**src/rtl/rx_demap_pkg.sv**
```systemverilog
package rx_demap_pkg;
  localparam int unsigned OCTET_W = 8;

  typedef enum logic {
    ORDER_LSB_FIRST = 1'b0,
    ORDER_MSB_FIRST = 1'b1
  } byte_order_e;
endpackage

```
**src/rtl/rx_demap_order_reg.sv**
```systemverilog
module rx_demap_order_reg
  import rx_demap_pkg::*;
(
  input  logic        clk_i,
  input  logic        rst_ni,
  input  logic        valid_i,
  input  logic        msb_first_i,
  output byte_order_e order_o
);
  // Capture only on idle cycles so a burst never changes order midway.
  always_ff @(posedge clk_i or negedge rst_ni) begin
    if (!rst_ni) begin
      order_o <= ORDER_LSB_FIRST;
    end else if (!valid_i) begin
      order_o <= msb_first_i ? ORDER_MSB_FIRST : ORDER_LSB_FIRST;
    end
  end
endmodule

```
**src/rtl/rx_demap_lane.sv**
```systemverilog
module rx_demap_lane
  import rx_demap_pkg::*;
#(
  parameter int unsigned LANE_OCTETS   = 4,
  parameter int unsigned SAMPLE_OCTETS = 2,
  localparam int unsigned LANE_W       = LANE_OCTETS * OCTET_W,
  localparam int unsigned SAMPLES      = LANE_OCTETS / SAMPLE_OCTETS,
  localparam int unsigned SAMPLE_W     = SAMPLE_OCTETS * OCTET_W
) (
  input  logic [LANE_W-1:0]           lane_word_i,
  input  byte_order_e                 order_i,
  output logic [SAMPLES*SAMPLE_W-1:0] samples_o
);
  for (genvar k = 0; k < SAMPLES; k++) begin : g_smp
    for (genvar b = 0; b < SAMPLE_OCTETS; b++) begin : g_oct
      localparam int unsigned SRC_LSB = k * SAMPLE_OCTETS + b;
      localparam int unsigned SRC_MSB = k * SAMPLE_OCTETS + (SAMPLE_OCTETS - 1 - b);
      localparam int unsigned DST     = k * SAMPLE_OCTETS + b;
      always_comb begin
        if (order_i == ORDER_MSB_FIRST) begin
          samples_o[DST*OCTET_W +: OCTET_W] = lane_word_i[SRC_MSB*OCTET_W +: OCTET_W];
        end else begin
          samples_o[DST*OCTET_W +: OCTET_W] = lane_word_i[SRC_LSB*OCTET_W +: OCTET_W];
        end
      end
    end
  end
endmodule

```
**src/rtl/rx_demap_out_reg.sv**
```systemverilog
module rx_demap_out_reg #(
  parameter int unsigned DATA_W = 256
) (
  input  logic              clk_i,
  input  logic              rst_ni,
  input  logic              valid_i,
  input  logic [DATA_W-1:0] data_i,
  output logic              valid_o,
  output logic [DATA_W-1:0] data_o
);
  always_ff @(posedge clk_i or negedge rst_ni) begin
    if (!rst_ni) begin
      valid_o <= 1'b0;
    end else begin
      valid_o <= valid_i;
    end
  end

  always_ff @(posedge clk_i or negedge rst_ni) begin
    if (!rst_ni) begin
      data_o <= '0;
    end else if (valid_i) begin
      data_o <= data_i;
    end
  end
endmodule

```
**src/rtl/rx_sample_demap.sv**
```systemverilog
module rx_sample_demap
  import rx_demap_pkg::*;
#(
  parameter int unsigned NUM_LANES     = 8,
  parameter int unsigned LANE_OCTETS   = 4,
  parameter int unsigned SAMPLE_OCTETS = 2,
  localparam int unsigned LANE_W       = LANE_OCTETS * OCTET_W,
  localparam int unsigned BUS_W        = NUM_LANES * LANE_W,
  localparam int unsigned LANE_SMP     = LANE_OCTETS / SAMPLE_OCTETS,
  localparam int unsigned SAMPLE_W     = SAMPLE_OCTETS * OCTET_W,
  localparam int unsigned NUM_SAMPLES  = NUM_LANES * LANE_SMP,
  localparam int unsigned OUT_W        = NUM_SAMPLES * SAMPLE_W
) (
  input  logic             clk_i,
  input  logic             rst_ni,
  input  logic             valid_i,
  input  logic [BUS_W-1:0] lanes_i,
  input  logic             msb_first_i,
  output logic             valid_o,
  output logic [OUT_W-1:0] samples_o
);
  localparam int unsigned LANE_OUT_W = LANE_SMP * SAMPLE_W;

  byte_order_e      order_q;
  logic [OUT_W-1:0] mapped;

  rx_demap_order_reg u_order (
    .clk_i       (clk_i),
    .rst_ni      (rst_ni),
    .valid_i     (valid_i),
    .msb_first_i (msb_first_i),
    .order_o     (order_q)
  );

  // Lane n feeds slots n*LANE_SMP .. n*LANE_SMP+LANE_SMP-1, earliest lowest.
  for (genvar n = 0; n < NUM_LANES; n++) begin : g_lane
    rx_demap_lane #(
      .LANE_OCTETS   (LANE_OCTETS),
      .SAMPLE_OCTETS (SAMPLE_OCTETS)
    ) u_lane (
      .lane_word_i (lanes_i[n*LANE_W +: LANE_W]),
      .order_i     (order_q),
      .samples_o   (mapped[n*LANE_OUT_W +: LANE_OUT_W])
    );
  end

  rx_demap_out_reg #(
    .DATA_W (OUT_W)
  ) u_out (
    .clk_i   (clk_i),
    .rst_ni  (rst_ni),
    .valid_i (valid_i),
    .data_i  (mapped),
    .valid_o (valid_o),
    .data_o  (samples_o)
  );
endmodule

```
**config.mk**
```make
export PLATFORM = sky130hd
export DESIGN_NAME = rx_sample_demap
export DESIGN_NICKNAME = d
export VERILOG_FILES = /design/src/rtl/rx_demap_pkg.sv /design/src/rtl/rx_demap_order_reg.sv /design/src/rtl/rx_demap_lane.sv /design/src/rtl/rx_demap_out_reg.sv /design/src/rtl/rx_sample_demap.sv
export SDC_FILE = /design/constraint.sdc
export NUM_CORES = 1
export LEC_CHECK = 0
export ABC_AREA = 1
export BUFFER_PORTS_ARGS = -buffer_cell sky130_fd_sc_hd__buf_2
export CAP_MARGIN = 20
export CORE_AREA = 2 2 203 205
export CTS_CLUSTER_SIZE = 12
export DETAILED_ROUTE_END_ITERATION = 8
export DIE_AREA = 0 0 205 207
export PLACE_DENSITY = 0.59
export SYNTH_ARGS = -nofsm -noshare
export SYNTH_HDL_FRONTEND = slang
export SYNTH_SLANG_ARGS = --single-unit
```
**constraint.sdc**
```tcl
create_clock -name clk_i -period 3.31 [get_ports clk_i]
set_input_delay 0.1655 -clock clk_i [delete_from_list [all_inputs] [get_ports clk_i]]
set_output_delay 0.1655 -clock clk_i [all_outputs]
set_load 0.005 [all_outputs]
```
Yosys cells after proc, flatten, opt, wreduce, memory -nomap -nowiden:

Cells that the tools add are included.
W data, S select, Z words.

* muxes and demuxes: 33

Operator list (number)
* $mux W8: 32
* $mux W1: 1

* register bits: 258
* input bits: 260
* output and inout bits: 257
* logic and storage cells: 36

Depth between registers and ports, before layout:

Gate-level depths: netlist of run 1.

* depth after elaboration: 1
* mapped depth: 7
* gate-level depth less buffers: 4

Hierarchy:

From an unflattened synthesis of run 1, not the netlist that was laid out.

* cell total of the unflattened synthesis: 1920
* area total of the unflattened synthesis: 13805.7 um2

By module, submodules not included
* rx_demap_out_reg: times used 1, cells an instance 1083, area an instance 9741.8 um2
* rx_demap_lane: times used 8, cells an instance 104, area an instance 503.0 um2
* rx_demap_order_reg: times used 1, cells an instance 5, area an instance 40.0 um2

Worst setup path after synthesis of run 1:

Ideal clock, no wire load.

* path type: register -> register
* from: register u_order.order_o
* to: register u_out.data_o[104]
* setup time: 117 ps
* data arrival time: 978 ps
* required time: 3193 ps
* setup slack: 2214 ps
* stages on the path, launching flop included: 8
* buffers on the path: 3
* cell sequence: dfrtp_1 > buf_6 > inv_4 > buf_6 > buf_4 > nand2_1 > nand3_1 > nand2_1

* cells in the longest elaborated chain, start to end: 1

RTL lines
* start: declaration: RTL line rx_demap_order_reg.sv:8 `output byte_order_e order_o`
* start signal: assignment: RTL line rx_demap_order_reg.sv:15 `order_o <= msb_first_i ? ORDER_MSB_FIRST : ORDER_LSB_FIRST;`
* $mux W8: RTL line rx_demap_lane.sv:20 `if (order_i == ORDER_MSB_FIRST) begin`
* end signal: assignment: RTL line rx_demap_out_reg.sv:23 `data_o <= data_i;`
* end: declaration: RTL line rx_demap_out_reg.sv:9 `output logic [DATA_W-1:0] data_o`

No other way between the ends.
A chain may end at the register's enable or synchronous reset.

Final worst setup path of run 1:

* from: register u_order.order_o
* to: register u_out.data_o[175]

Same word-level chain as after synthesis.

==> run_results.csv, run 1 <==
group,metric,value,unit
critical_path,worstReg2RegStart,"u_order.order_o",
timing,rsz0062_at_grt,"no",
timing,timing.fmax,402,MHz
cts,clk_pin_slew,60,ps
global_routing,grt_pass1_vias,15712,
cts,clk_path_buf_depth,3,
place,port_buffers,516,
cts,htree_levels,1,
route,wl_per_cell,14.7,microns
route,drt-total-wl,48.4,mm
floorplan,rows,74,
critical_path,crit_top_cell,"nand2_1",
timing,slew_viol_final,0,
timing,finalCritPeriodShare,75.2,%
pwr,finalPower,0.00923,W
floorplan,die_x,205,microns
critical_path,critPathKind,"register to register",
pwr,p_leak,11.9,nW
final_layout,drive_gt1_share,21.2,%
synth,synth_warnings,0,
cts,cts_sinks,258,
critical_path,arrival,2950,ps
timing,max_slew_margin,47.6,%
place,hpwl,30.1,mm
timing,hold_viol,0,
synth,netlist_instances,1912,
final_layout,multi_input_comb_area,0.00513,sq mm
critical_path,startpoint,"u_order.order_o",
critical_path,reg2reg_slack,820,ps
outcome,status,"completed",
synth,syn_area_per_cell,6.96,sq um
global_routing,grt_usage,22.3,%
pwr,cellPowerDensity,442,mW/mm^2
place,placed_area,0.0161,sq mm
place,gp_congestion,0.846,
critical_path,worstPathMaxFanout,119,
cts,cts_resized,0,
critical_path,cp_cell_sequence,"inv_8 -> buf_4 -> nand2_1 -> nand3_1 -> dlygate4sd3_1 -> nand2_1",
critical_path,critPathSlowestCell,"dfrtp_4",
route,drc,0,
critical_path,endpoint_kind,"register",
route,vias,15235,
critical_path,crit_path_start_kind,"register",
hold_path,holdCritPathClass,"input port to register",
floorplan,dieArea,0.0424,sq mm
timing,setup_tns,0,ps
timing,skew,18.8,ps
critical_path,crit_required,3770,ps
final_layout,fillers,3787,
synth,synth_seq_area_share,48.5,%
final_layout,seq_area,0.00646,sq mm
route,drtIter0Drc,819,
cts,worstSkewPairLatency,570,ps
hold_path,hp-start,"lanes_i[45]",
hold_path,whs_path_depth,5,
route,drt_pass1_iterations,8,
route,drtAntennaViolNets,0,
route,via_per_inst,4.61,
synth,synth-seq-cells,258,
synth,netlist_area,0.0133,sq mm
synth,ys_types,10,
critical_path,slowest_delay,590,ps
final_layout,area_growth,57.1,%
floorplan,initial_core_util,32.9,%
timing,worst_pin_slew,786,ps
global_routing,grt-ovfl-total,0,
cts,cts_tree,"built",
global_routing,grt_pass1_wl,77.7,mm
cts,cts_buffers,31,
flow_run,cap_violations,0,
timing,period_needed,2490,ps
global_routing,antenna_found_initial,1,
pwr,ir_drop,454,uV
floorplan,die_h,207,microns
critical_path,reg2reg_depth,6,
floorplan,core,0.0404,sq mm
final_layout,num-nets-final,3012,
final_layout,final_area,0.0209,sq mm
cts,root_buffer,"clkbuf_16",
synth,synth_nets,2172,
timing,setup_violations,0,
floorplan,io_pins,517,
global_routing,grt_max_degree,123,
worst max-delay path, delay by kind of cell (launching register included):
kind | cells | cell delay, ps
AND/OR/NAND/NOR | 3 | 210
flip-flops | 1 | 590
buffers and inverters | 3 | 1520
state kept, by name, indices dropped and copies added, names as in the netlist:
signal / count
u_order.order_o: 1
u_out.data_o: 256
u_out.valid_o: 1
area by class of cell:
type,count,share of cell area [%]
Timing Repair Buffer,921,32.1
Sequential cell,258,30.9
Antenna cell,1,0.0120
Multi-Input combinational cell,1282,24.6
Inverter,258,4.71
Clock buffer,37,3.96
Clock inverter,16,0.539
Tap cell,532,3.19
report_power, final:
group	internal, W	switching, W	leakage, nW	total, W
Clock	0.00184	0.00139	0.469	0.00323
Sequential	0.00354	0.000223	3.09	0.00376
Combinational	0.00106	0.00117	8.33	0.00224
Total	0.00644	0.00278	11.9	0.00923
Yosys cell counts:
| cell type | count | area [sq um] |
|---|---|---|
| buf_6 | 13 | 146 |
| dfrtp_1 | 258 | 6460 |
| nand2_1 | 1025 | 3850 |
| o21ai_1 | 1 | 5.00 |
| buf_2 | 61 | 305 |
| buf_4 | 36 | 270 |
| nand3_1 | 256 | 1280 |
| inv_4 | 2 | 12.5 |
| clkbuf_1 | 4 | 15.0 |
| inv_1 | 256 | 961 |
cells in the final DEF, fill, tap and decap left out:
master / instances
clkbuf_16: 31
clkinv_2: 12
clkbuf_1: 3
dlygate4sd3_1: 385
buf_12: 8
dfrtp_4: 1
o21ai_1: 1
buf_8: 1
bufinv_16: 1
nand3_1: 256
clkinvlp_4: 3
inv_8: 2
diode_2: 1
buf_2: 514
nand2_1: 1025
dfrtp_1: 257
inv_1: 256
clkbuf_8: 4
buf_4: 12
through the flow:
stage	hold WS, ps	cells	setup WS (ps)	util, %
after floorplan	-130	1912	2210	-
after global placement	266	2866	1410	39.9
after detailed placement	258	2866	1350	39.9
after CTS	18.6	3304	849	51.7
after global routing	66.9	3305	636	51.8
final	47.8	3305	821	51.8
worst paths after layout:
kind                                     end
max                        u_out.data_o[175]
min                         u_out.data_o[37]
min reg2reg                u_out.data_o[113]
min in group asynchronous   u_out.data_o[13]
max reg2reg                u_out.data_o[175]
max in group asynchronous  u_out.data_o[125]
what timing repair did:
item | CTS | global route
setup buffers | 0 | 0
hold buffers | 385 | 0
endpoints found under the hold margin | 347 | 0
cell families after synthesis:
kind of cell | Yosys count | synth area share [%]
buf+inv | 372 | 12.9
compound gates | 1 | 0.0376
simple gates | 1281 | 38.6
flops | 258 | 48.5
routing by layer:
| layer | vias to the layer above | GRT usage [%] | part of all wire (%) |
|---|---|---|---|
| li1 | 7364 | - | - |
| met1 | 7108 | 25.5 | 39 |
| met2 | 593 | 38.8 | 49 |
| met3 | 170 | 4.94 | 7.3 |
| met4 | 0 | 11.5 | 5.2 |
| met5 | - | 0 | 0 |
(Power assumes the default switching activity.)
==> inputs of run 2 (changes only) <==
- ABC_AREA: 1 -> 0
- CORE_AREA: 2 2 203 205 -> 2 2 204 206
- DIE_AREA: 0 0 205 207 -> 0 0 206 208
- PLACE_DENSITY: 0.59 -> 0.55
- clock period: 3.31 -> 2.5 ns (I/O delays scaled with it)
==> run 2 against run 1 <==
  * Global-route usage fell by 3.7 points
  * Non-clock buffer count rose by 23
  * Sequential cell count did not move
  * Clock skew fell by 4.6 ps
  * Worst setup slack got worse by 630 ps
  * Worst hold slack improved by 130 ps
==> run_results.csv, run 2 <==
group,metric,value,unit
place,port_buffers,516,
route,drtIter0Drc,572,
synth,synth_top_family_by_area,"multiplexers",
route,drt_pass1_iterations,5,
synth,synth_edf_count,0,
cts,cts_setup_buffers,0,
critical_path,endpoint_kind,"register",
pwr,ir_drop,513,uV
timing,worst_pin_slew,770,ps
floorplan,rows,74,
route,wl_per_cell,16.1,microns
pwr,p_int,0.00879,W
pwr,combPwrFrac,24.0,%
global_routing,grt_usage,18.6,%
synth,synth_commonest_cells,"dfrtp_1, a21oi_1, mux2i_1, nor2_1, clkbuf_1",
global_routing,antenna_found_initial,0,
critical_path,critPathSlowestCell,"dfrtp_4",
final_layout,mostFrequentLayoutCells,"buf_2, dlygate4sd3_1, dfrtp_1",
place,hpwl,27.2,mm
timing,hold_viol,0,
cts,clk_path_buf_depth,3,
timing,skew,14.2,ps
cts,worstSkewPairLatency,560,ps
pwr,p_leak,9.51,nW
route,via_per_inst,4.61,
synth,synthArstFlopShare,100,%
floorplan,initial_core_util,29.5,%
timing,setup_violations,0,
synth,synth-adder-area-share,0,%
synth,synth-main-ff-cell,"dfrtp_1",
pwr,clkPwrFrac,35.1,%
timing,rsz0062_at_grt,"no",
floorplan,die_h,208,microns
critical_path,crit_required,2920,ps
synth,synth-compound-area-share,10.7,%
final_layout,diodes,0,
cts,htree_levels,1,
floorplan,io_pins,517,
critical_path,cp_cell_sequence,"buf_4 -> mux2i_1 -> dlygate4sd3_1 -> a21oi_1",
pwr,p_switching,0.00341,W
route,vias,11771,
timing,slew_viol_final,0,
global_routing,grtUsageMet1,21.1,%
final_layout,largest_reg_flops,256,
place,gp_congestion,0.843,
global_routing,grt-ovfl-total,0,
pwr,cellPowerDensity,615,mW/mm^2
synth,ys_types,12,
floorplan,core,0.0406,sq mm
synth,synth.area.top_cells,"dfrtp_1, mux2i_1, a21oi_1",
timing,max_slew_margin,48.7,%
final_layout,top_register,"u_out.data_o",
global_routing,busiest_layer,"met2",
critical_path,arrival,2730,ps
critical_path,critPathKind,"register to register",
cts,cts_tree,"built",
route,drc,0,
pwr,finalPower,0.0122,W
synth,synth_seq_area_share,54.1,%
final_layout,layout_top_registers,"u_out.data_o: 256 flops, u_order.order_o: 1 flops, u_out.valid_o: 1 flops",
cts,root_buffer,"clkbuf_16",
route,drtAntennaViolNets,0,
timing,worst_slack,193,ps
final_layout,fillers,3658,
synth,netlist_instances,1113,
synth,synth-seq-cells,258,
place,dp_cells,2116,
timing,timing.fmax,433,MHz
route,drt-total-wl,41.3,mm
synth,synthMuxAreaShare,21.5,%
synth,synth_most_common_cell,"dfrtp_1",
synth,synth_nets,1373,
synth,synth-simple-area-share,8.05,%
synth,synth_warnings,0,
critical_path,slowest_delay,860,ps
global_routing,met3_usage,4.01,%
synth,syn_area_per_cell,10.7,sq um
pwr,switching_share,27.9,%
hold_path,holdCritPathClass,"input port to asynchronous set/reset pin",
global_routing,grt_max_degree,97,
cts,clk_pin_slew,60,ps
synth,synth_top_area_share,54.1,%
critical_path,worst-path-buf-inv,2,
pwr,seqPwrFrac,40.9,%
synth,synth_area_leader_cell,"dfrtp_1",
final_layout,area_growth,66.1,%
critical_path,cpLargestDelayFamily,"buffers and inverters",
timing,setup_tns,0,ps
global_routing,grt_pass1_wl,64.5,mm
synth,netlist_area,0.0119,sq mm
timing,period_needed,2310,ps
cts,cts_sinks,258,
synth,synth_xor_area_share,0,%
place,pre_cts_ws,748,ps
final_layout,final_common_cell,"buf_2",
critical_path,worstPathMaxFanout,33,
timing,finalCritPeriodShare,92.3,%
final_layout,num-nets-final,2263,
final_layout,final_util,48.9,%
cts,cts_buffers,30,
global_routing,grt_pass1_vias,12313,
final_layout,drive_gt1_share,29.9,%
outcome,status,"completed",
critical_path,crit_path_start_kind,"register",
final_layout,fin_cells,2556,
flow_run,cap_violations,0,
floorplan,die_x,206,microns
global_routing,met2_usage,33.2,%
floorplan,dieArea,0.0428,sq mm
==> run 2: cell count changes after synthesis, moves of 7 or more <==
cell      change
nand2_1    -1025
buf_8        +24
buf_1         +7
a21oi_1     +256
nor2_1      +256
mux2i_1     +256
buf_6        -12
nand3_1     -256
clkbuf_1     +25
inv_1       -256
buf_4        -32
buf_2        -42
==> run 2: power groups by stage <==
stage                     Clock [W]  Combinational, W  Sequential (W)
after floorplan                   0           0.00115         0.00505
after global placement            0           0.00225         0.00504
after detailed placement          0           0.00228         0.00504
after CTS                   0.00441           0.00290         0.00499
after global routing        0.00458           0.00319         0.00504
final                       0.00428           0.00292         0.00499
==> run 2: final cells by class <==
class                   instances  area, sq um  share of cell area [%]
multi-input cells             769         4820                    24.3
clock inverters                 9         90.1                   0.454
well taps                     532          666                    3.36
clock buffers                  44          873                    4.40
flip-flops and latches        258         6460                    32.6
repair buffers                944         6930                    35.0
==> run 2: cell families (layout without fill, tap and decap cells) <==
group	Yosys count	after routing
AO/OA/AOI/OAI	256	256
buffers and inverters	86	997
flip-flops	258	258
multiplexers	257	257
AND/OR/NAND/NOR	256	256
==> run 2: worst paths after layout <==
| kind | startpoint | end | slack, ps | depth (start not counted) |
|---|---|---|---|---|
| worst min register to register | u_out.data_o[74] | u_out.data_o[74] | 510 | 2 |
| min in group clk_i | msb_first_i | u_order.order_o | 340 | 3 |
| worst min-delay path | rst_ni | u_out.data_o[208] | 180 | 2 |
| max in group asynchronous | rst_ni | u_out.data_o[203] | 1560 | 3 |
| worst max register to register | u_order.order_o | u_out.data_o[46] | 190 | 4 |
| worst max-delay path | u_order.order_o | u_out.data_o[46] | 190 | 4 |
==> run 2: routing by layer <==
| layer | part of all wire, % | vias to the layer above |
|---|---|---|
| li1 | - | 5655 |
| met1 | 39 | 5633 |
| met2 | 51 | 377 |
| met3 | 6.3 | 106 |
| met4 | 4.1 | 0 |
| met5 | 0 | - |
==> run 2: worst reg2reg max path, stage by stage, from the launching register on <==
cell	delay, ps
dfrtp_4	860
buf_4	390
mux2i_1	260
dlygate4sd3_1	590
a21oi_1	70
==> run 2: timing repair <==
item                                   in CTS  in global routing
endpoints found under the hold margin     335                  0
gates resized for setup                     0                  0
hold buffers                              387                  0
==> run 2: metrics by stage <==
step,area [sq um],hold slack [ps]
6_report,19800,181
3_3_place_gp,15000,214
4_1_cts,19800,200
5_1_grt,19800,243
2_1_floorplan,11900,-171
3_5_place_dp,15000,221
==> inputs of run 3 (changes only) <==
- BUFFER_PORTS_ARGS: -buffer_cell sky130_fd_sc_hd__buf_2 -> not set
- DONT_BUFFER_PORTS: not set -> 1
- PLACE_DENSITY: 0.55 -> 0.44
==> run 3 against run 2 <==
  * The run now ends with hold timing left
  * Worst setup slack gained 31 ps
  * Fmax grew 1.4%
  * Wire length shrank 11%
  * Sequential power grew 4.0%
  * Clock skew shrank 6.0 ps
  * Die area is the same
  * Critical path type unchanged
  * Largest cell class is now registers
  * Largest power group unchanged
  * Highest routed layer unchanged
==> run_results.csv, run 3 (synthesis results as in run 2) <==
group,metric,value,unit
outcome,status,"complete, but fails checks",
outcome,violations,"hold timing",
cts,htree_levels,1,
global_routing,grt_pass1_vias,9436,
critical_path,cp_cell_sequence,"buf_12 -> mux2i_1 -> dlygate4sd3_1 -> a21oi_1 -> dlygate4sd3_1",
final_layout,final_util,39.8,%
critical_path,arrival,2710,ps
critical_path,timing.rr.end,"u_out.data_o[165]",
floorplan,dieArea,0.0428,sq mm
route,drtAntennaViolNets,0,
timing,max_slew_margin,52.2,%
critical_path,crit_end,"u_out.data_o[165]",
cts,cts_buffers,30,
final_layout,layout_top_registers,"u_out.data_o: 256 flops, u_order.order_o: 1 flops, u_out.valid_o: 1 flops",
route,wl_per_cell,18.9,microns
timing,skew,8.19,ps
route,drtIter0Drc,489,
place,dp_cells,1572,
global_routing,grt_usage,16.1,%
pwr,cellPowerDensity,702,mW/mm^2
floorplan,die_x,206,microns
flow_run,cap_violations,0,
global_routing,grt_pass1_wl,54.8,mm
floorplan,io_pins,517,
timing,timing.fmax,439,MHz
final_layout,diodes,0,
final_layout,mostFrequentLayoutCells,"dlygate4sd3_1, dfrtp_1, mux2i_1, nor2_1, a21oi_1",
cts,clk_path_buf_depth,3,
critical_path,worstPathMaxFanout,33,
route,via_per_inst,4.74,
pwr,ir_drop,382,uV
timing,finalCritPeriodShare,91.0,%
cts,holdBufCountCts,308,
cts,cts_setup_buffers,0,
timing,worst_hold_slack,-726,ps
critical_path,reg2reg_slack,220,ps
route,drc,0,
route,vias,9164,
final_layout,fin_cells,1932,
cts,cts_sinks,258,
cts,clk_pin_slew,60,ps
floorplan,initial_core_util,29.5,%
cts,worstSkewPairLatency,550,ps
timing,slew_viol_final,0,
critical_path,crit_path_start_kind,"register",
timing,worst_pin_slew,718,ps
critical_path,startpoint,"u_order.order_o",
route,drt-total-wl,36.5,mm
hold_path,holdCritPathClass,"input port to asynchronous set/reset pin",
critical_path,crit_required,2930,ps
critical_path,worstReg2RegStart,"u_order.order_o",
critical_path,crit_top_cell,"dlygate4sd3_1",
timing,rsz0062_at_grt,"no",
cts,root_buffer,"clkbuf_16",
final_layout,num-nets-final,1640,
floorplan,die_h,208,microns
pwr,finalPower,0.0113,W
final_layout,largest_reg_flops,256,
timing,setup_violations,0,
timing,period_needed,2280,ps
floorplan,core,0.0406,sq mm
place,hpwl,22.5,mm
global_routing,antenna_found_initial,0,
final_layout,final_common_cell,"dlygate4sd3_1",
pwr,p_leak,6.97,nW
final_layout,area_growth,35.2,%
place,gp_congestion,0.790,
global_routing,grt_max_degree,377,
global_routing,grt-ovfl-total,0,
final_layout,fillers,4020,
final_layout,top_register,"u_out.data_o",
timing,hold_viol,258,
floorplan,rows,74,
critical_path,critPathKind,"register to register",
cts,cts_resized,0,
timing,setup_tns,0,ps
place,port_buffers,0,
final_layout,drive_gt1_share,4.21,%
critical_path,endpoint_kind,"register",
route,drt_pass1_iterations,6,
cts,cts_tree,"built",
critical_path,critPathSlowestCell,"dlygate4sd3_1",
critical_path,slowest_delay,570,ps
critical_path,reg2reg_depth,5,
run 3: where the power goes:
part / leakage [nW] / internal [W] / switching (W)
registers: 2.87 / 0.00468 / 0.000510
clock network: 0.473 / 0.00256 / 0.00172
logic: 3.62 / 0.00117 / 0.000696
total: 6.97 / 0.00841 / 0.00292
run 3: worst min-delay path by stage:
stage               startpoint           endpoint  slack (ps)  cells past startpoint
floorplan               rst_ni    u_order.order_o        -170                      0
global placement        rst_ni  u_out.data_o[203]        -170                      0
detailed placement      rst_ni  u_out.data_o[195]        -160                      0
CTS                     rst_ni  u_out.data_o[195]        -760                      0
global route            rst_ni  u_out.data_o[194]        -770                      0
finish                  rst_ni  u_out.data_o[203]        -730                      0
run 3: stage by stage:
step | cell area, sq um | hold WS, ps | setup WS, ps
after CTS | 16100 | -762 | 262
after detailed placement | 12100 | -165 | 956
after floorplan | 11900 | -171 | 1340
final | 16100 | -726 | 224
after global routing | 16100 | -765 | 163
after global placement | 12100 | -166 | 977
run 3: area by class of cell:
class,instances,area [sq um],share of cell area [%]
clock buffers,47,906,5.61
clock inverters,5,50.0,0.310
multi-input cells,769,4820,29.8
flip-flops and latches,258,6460,40.0
well taps,532,666,4.12
repair buffers,321,3250,20.1
run 3: routing by layer:
layer	track usage, %	wire (microns)	part of all wire, %
met3	4.84	3330	9.1
met4	5.32	1060	2.9
met5	0	0	0
met1	18.2	13700	37
met2	28.7	18400	50
run 3: critical path: cells and delay by family, from the launching register on:
family / cells / cell delay [ps]
buffers and inverters: 3 / 1380
muxes: 1 / 210
DFF: 1 / 470
AOI/OAI and AO/OA: 1 / 60
